File: config.mk
export PLATFORM = sky130hd
export DESIGN_NAME = ext_bus_seq
export DESIGN_NICKNAME = d
export VERILOG_FILES = /design/src/rtl/ext_bus_seq.sv
export SDC_FILE = /design/constraint.sdc
export NUM_CORES = 1
export LEC_CHECK = 0
export CAP_MARGIN = 20
export CORE_MARGIN = 10
export CORE_UTILIZATION = 43
export DETAILED_ROUTE_END_ITERATION = 8
export PLACE_DENSITY = 0.79
export SYNTH_ARGS = -nofsm -noshare
export SYNTH_HDL_FRONTEND = slang
export SYNTH_SLANG_ARGS = --single-unit
File: constraint.sdc
create_clock -name clk -period 3.08 [get_ports clk]
set_input_delay 0.924 -clock clk [delete_from_list [all_inputs] [get_ports clk]]
set_output_delay 0.924 -clock clk [all_outputs]
set_load 0.005 [all_outputs]
File: src/rtl/ext_bus_seq.sv
module ext_bus_seq #(
  parameter int AW = 16,
  parameter int DW = 8,
  parameter int PHASES = 12,
  parameter int RST_CLKS = 24,
  parameter logic [AW-1:0] INT_LIMIT = 16'h7FFF
) (
  input  logic          clk,
  input  logic          rst_pin,
  input  logic          ea_strap,
  output logic          core_rst,
  input  logic          req_valid,
  input  logic [1:0]    req_kind,
  input  logic          req_short,
  input  logic [AW-1:0] req_addr,
  input  logic [DW-1:0] req_wdata,
  output logic          rsp_ready,
  output logic [DW-1:0] rsp_data,
  output logic          rsp_internal,
  input  logic [DW-1:0] p2_latch,
  output logic          ale,
  output logic          psen_n,
  output logic          rd_n,
  output logic          wr_n,
  output logic [DW-1:0] ad_out,
  output logic          ad_oe,
  input  logic [DW-1:0] ad_in,
  output logic [DW-1:0] addr_hi
);
  localparam int PW = $clog2(PHASES);
  localparam int CW = $clog2(RST_CLKS + 1);
  localparam int HALF = PHASES / 2;
  localparam logic [PW-1:0] PH_1    = PW'(1);
  localparam logic [PW-1:0] PH_2    = PW'(2);
  localparam logic [PW-1:0] PH_S1   = PW'(3);
  localparam logic [PW-1:0] PH_FE   = PW'(HALF - 1);
  localparam logic [PW-1:0] PH_H0   = PW'(HALF);
  localparam logic [PW-1:0] PH_H1   = PW'(HALF + 1);
  localparam logic [PW-1:0] PH_S2   = PW'(HALF + 3);
  localparam logic [PW-1:0] PH_DE   = PW'(PHASES - 3);
  localparam logic [PW-1:0] PH_LAST = PW'(PHASES - 1);
  localparam logic [CW-1:0] RC_TRIG = CW'(RST_CLKS - 1);

  logic [CW-1:0] rcnt;
  logic          strap_q;
  logic [PW-1:0] ph;
  logic          act, k_data, k_wr, k_short, k_ext;
  logic [AW-1:0] a_q;
  logic [DW-1:0] wd_q, rd_q;

  always_ff @(posedge clk) begin
    if (!rst_pin) rcnt <= '0;
    else if (rcnt != RC_TRIG) rcnt <= rcnt + 1'b1;
    core_rst <= rst_pin && (core_rst || rcnt == RC_TRIG);
    if (core_rst) strap_q <= ea_strap;
  end

  always_ff @(posedge clk) begin
    if (core_rst) begin
      ph  <= '0;
      act <= 1'b0;
    end else begin
      ph <= (ph == PH_LAST) ? '0 : ph + 1'b1;
      if (ph == PH_LAST) begin
        act     <= req_valid;
        k_data  <= req_kind[0];
        k_wr    <= req_kind[0] & req_kind[1];
        k_short <= req_short;
        k_ext   <= req_kind[0] | !strap_q | (req_addr > INT_LIMIT);
        a_q     <= req_addr;
        wd_q    <= req_wdata;
      end
      if (act && k_ext && !k_data && ph == PH_FE) rd_q <= ad_in;
      if (act && k_data && !k_wr && ph == PH_DE) rd_q <= ad_in;
    end
  end

  logic ale_slot, fetch_x, dstrobe, wr_phase;
  assign ale_slot = (ph <= PH_1) || (ph == PH_H0) || (ph == PH_H1);
  assign ale      = !core_rst && ale_slot && !(act && k_data && ph >= PH_H0);
  assign fetch_x  = !core_rst && act && k_ext && !k_data;
  assign psen_n   = !(fetch_x && ((ph >= PH_S1 && ph <= PH_FE) || ph >= PH_S2));
  assign dstrobe  = !core_rst && act && k_data && ph >= PH_S1 && ph <= PH_DE;
  assign rd_n     = !(dstrobe && !k_wr);
  assign wr_n     = !(dstrobe && k_wr);
  assign wr_phase = act && k_data && k_wr && ph >= PH_2;
  assign ad_oe    = !core_rst && act && k_ext && (ale || wr_phase);
  assign ad_out   = !ad_oe ? '0 : (wr_phase ? wd_q : a_q[DW-1:0]);
  assign addr_hi  = (!core_rst && act && k_ext && !(k_data && k_short)) ? a_q[AW-1:AW-DW] : p2_latch;

  assign rsp_ready    = !core_rst && act && ph == PH_LAST;
  assign rsp_data     = rd_q;
  assign rsp_internal = !core_rst && act && !k_ext;
endmodule

==> impl_metrics.ini <==
[routing]
total_via_count_after_detailed_routing = 1619
postRouteAntennaNets = 0
first_pass_iters = 4
drc_errors = 0
routedWlPerCell_um = 18.1
first_iter_violations = 142
viasPerCell = 5.24
finalWirelength_um = 5580

[hold_path]
timing.hold.worst.start = rcnt[2]$_SDFFE_PN0N_
hp-class = flip-flop to flip-flop

[worst_setup_path]
worst_setup_path_start_kind = flip-flop
crit-reg2reg-launch = ph[0]$_SDFF_PP0_
worst-setup-path-type = flip-flop to output pin
crit_path_max_fanout = 4
cp-startpoint = ph[0]$_SDFF_PP0_
crit_chain = inv_4, ha_4, o211a_1, o21a_2, or4b_4, a21oi_2, buf_2
endpoint_kind = output pin
slowest_stage = or4b_4
critical_path_required_ns = 2.16
worstPathArrival_ns = 2.16
slowest_delay_ns = 0.51

[power_and_ir_drop]
overall_power_mw = 2.09
switching_part_of_the_total = 0.315
power_leakage_nw = 1.15
power.share.combinational = 0.423
power_density_mw_per_mm2 = 656
sequentialPowerShare = 0.408
vdd_ir_drop_max_v = 0.000332
p_int_mw = 1.43
switchingPower_mw = 0.659
clkPwrFrac = 0.169

[synthesis]
synth_flop_cell = edfxtp_1
synth-async-reset-ratio = 0
synth-simple-area-share = 0.158
synth_edf_count = 37
synth_warnings = 0
synth_area_leaders = edfxtp_1, dfxtp_1, mux2_2
synth_area_per_cell_sq_um = 13.1
synth.yosys.seq_area_share = 0.647
combinational_family_with_the_most_area_after_synthesis = simple AND/OR/NAND/NOR gates
synth_xor_xnor_area_share = 0.0128
synth_fa_ha_area_frac = 0.0304
synthCells = 157
ys_ff_latch = 48
synth_cell_types = 34
compound_gate_portion_of_the_synthesized_area = 0.0754
mappedNetlistNets = 209
synth.mux.area_fraction = 0.0535
synth_top_area_frac = 0.540
yosys.area.top_type = edfxtp_1
synth.cell_area_sq_mm = 0.00206

[die]
boundaryPins = 79
dieArea_sq_mm = 0.00795
initial_utilization = 0.438
die_w_um = 89.2
floorplan_core_area_sq_mm = 0.00469
rows = 25
fp.dieH_um = 89.2

[placement]
dp_hpwl_um = 4070
gpl.final_weighted_congestion = 0.794
area_after_detailed_placement_sq_mm = 0.00297
port_buffers = 78

[timing]
timing_max_transition_violations_final = 0
final_hold_viol_count = 0
hold_slack_ns = 0.511
timing.final.ws_setup_ns = -0.000840
unrepaired_setup_endpoints_after_global_routing = true
finalWorstPathRequiredPeriod_ns = 3.08
finalClockSkew_ns = 0.00742
max_freq_mhz = 325
timing.final.crit_share = 1.00
setup_viol = 1
max_slew.worst_pin.slew_ns = 0.765
worst_slew_margin_rel = 0.490

[global_route]
grt_antenna_before_repair = 0
grt_first_pass_wirelength_um = 8400
gr-total-overflow = 0
maximum_number_of_pins_on_one_net_before_global_route_repair = 29
overall_track_demand_over_capacity_in_global_routing = 0.140
first_global_vias = 1628

[finish]
area_growth_syn_to_layout_pct = 55.1
num-nets-final = 306
regArea_sq_mm = 0.00134
post-route-cell-area_sq_mm = 0.00319
layout_commonest_cell = clkdlybuf4s50_1
layout-drive-gt1-share = 0.275
postLayoutCoreUtil = 0.680
final_cell_mix = clkdlybuf4s50_1, edfxtp_1, buf_4
multi_input_comb_area_sq_um = 817
diodes = 0
layout_filler_cell_count = 347

[clock_network]
clk_latency_ns = 0.30
cts.clk_slew.worst_paths_ns = 0.09
tritoncts.num_buffers = 5
clockBufferDepth = 2
cts_hold_buf = 0
tritoncts_num_sinks = 48
tritoncts = yes
h-tree-depth = 2
root_buffer = clkbuf_8

[outcome]
violations = setup timing
run_status = finished with violations

[run]
maxCapViolCount = 0
[final cells by class]
class	count	area share
flip-flops and latches	48	0.420
repair buffers	94	0.271
clock inverters	3	0.00431
clock buffers	5	0.0216
inverters	4	0.00627
well taps	54	0.0212
multi-input cells	101	0.256
[power groups by stage]
stage	Combinational (mW)	Clock, mW	Sequential (mW)
finish	0.886	0.353	0.855
detailed placement	0.686	0	0.838
global placement	0.670	0	0.836
global route	0.960	0.394	0.863
CTS	0.826	0.365	0.843
floorplan	0.372	0	0.827
[through the flow]
stage | setup slack [ns] | setup TNS, ns | instances
floorplan | 0.394 | 0 | 157
global placement | -0.0862 | -0.603 | 296
detailed placement | -0.177 | -1.11 | 296
CTS | -0.0489 | -0.164 | 309
global route | -0.0642 | -0.393 | 309
finish | -0.000840 | -0.000840 | 309
[repair_timing]
| action | CTS | global route |
|---|---|---|
| buffers inserted | 3 | 0 |
| resized for setup | 59 | 14 |
| pin swaps | 16 | 11 |
| setup endpoints to repair | 18 | 18 |
| gates cloned | 2 | 0 |
[registers in the layout (all words and copies together), names as in the netlist]
signal    flops
a_q          16
act           1
core_rst      1
k_data        1
k_ext         1
k_short       1
k_wr          1
ph            4
rcnt          5
rsp_data      8
strap_q       1
wd_q          8
[logic make-up after synthesis]
| logic type | after synthesis |
|---|---|
| buffers and inverters | 10 |
| adders and majority gates | 5 |
| muxes | 10 |
| AOI/OAI and AO/OA | 26 |
| DFF | 48 |
| and+or+nand+nor | 55 |
| xor gates and xnor gates | 3 |
[layer usage]
layer | vias up | track usage | part of all wire
met5 | - | 0 | 0
met4 | 0 | 0.0592 | 0.018
met3 | 10 | 0.0602 | 0.11
met2 | 66 | 0.232 | 0.48
met1 | 762 | 0.153 | 0.39
li1 | 781 | - | -
[critical path, delay by kind of cell (launching register included)]
family	cells	cell delay (ns)
AOI/OAI and AO/OA	3	0.62
adders and majority gates	1	0.16
buffers and inverters	2	0.18
DFF	1	0.38
and+or+nand+nor	1	0.51
[cell usage after synthesis (2+ instances only)]
master,number
edfxtp_1,37
a21oi_1,13
nand2_1,12
dfxtp_1,11
nor2_1,10
mux2_2,8
or4b_1,8
ha_1,5
nand3_1,5
o21ai_0,5
clkbuf_1,4
inv_1,4
nor2b_1,4
and2_1,3
and3_1,3
nand4_1,3
a21boi_0,2
mux2i_1,2
nand4b_1,2
xnor2_1,2
[final timing paths]
path	end	slack, ns	cells after the start
setup reg to reg	rsp_data[1]$_DFFE_PP_	1.13	7
hold reg to reg	rcnt[2]$_SDFFE_PN0N_	0.51	1
hold / removal	rcnt[2]$_SDFFE_PN0N_	0.51	1
setup / recovery	ad_out[0]	-0.0008	7
Note: power is estimated with default switching activity, not from simulation.
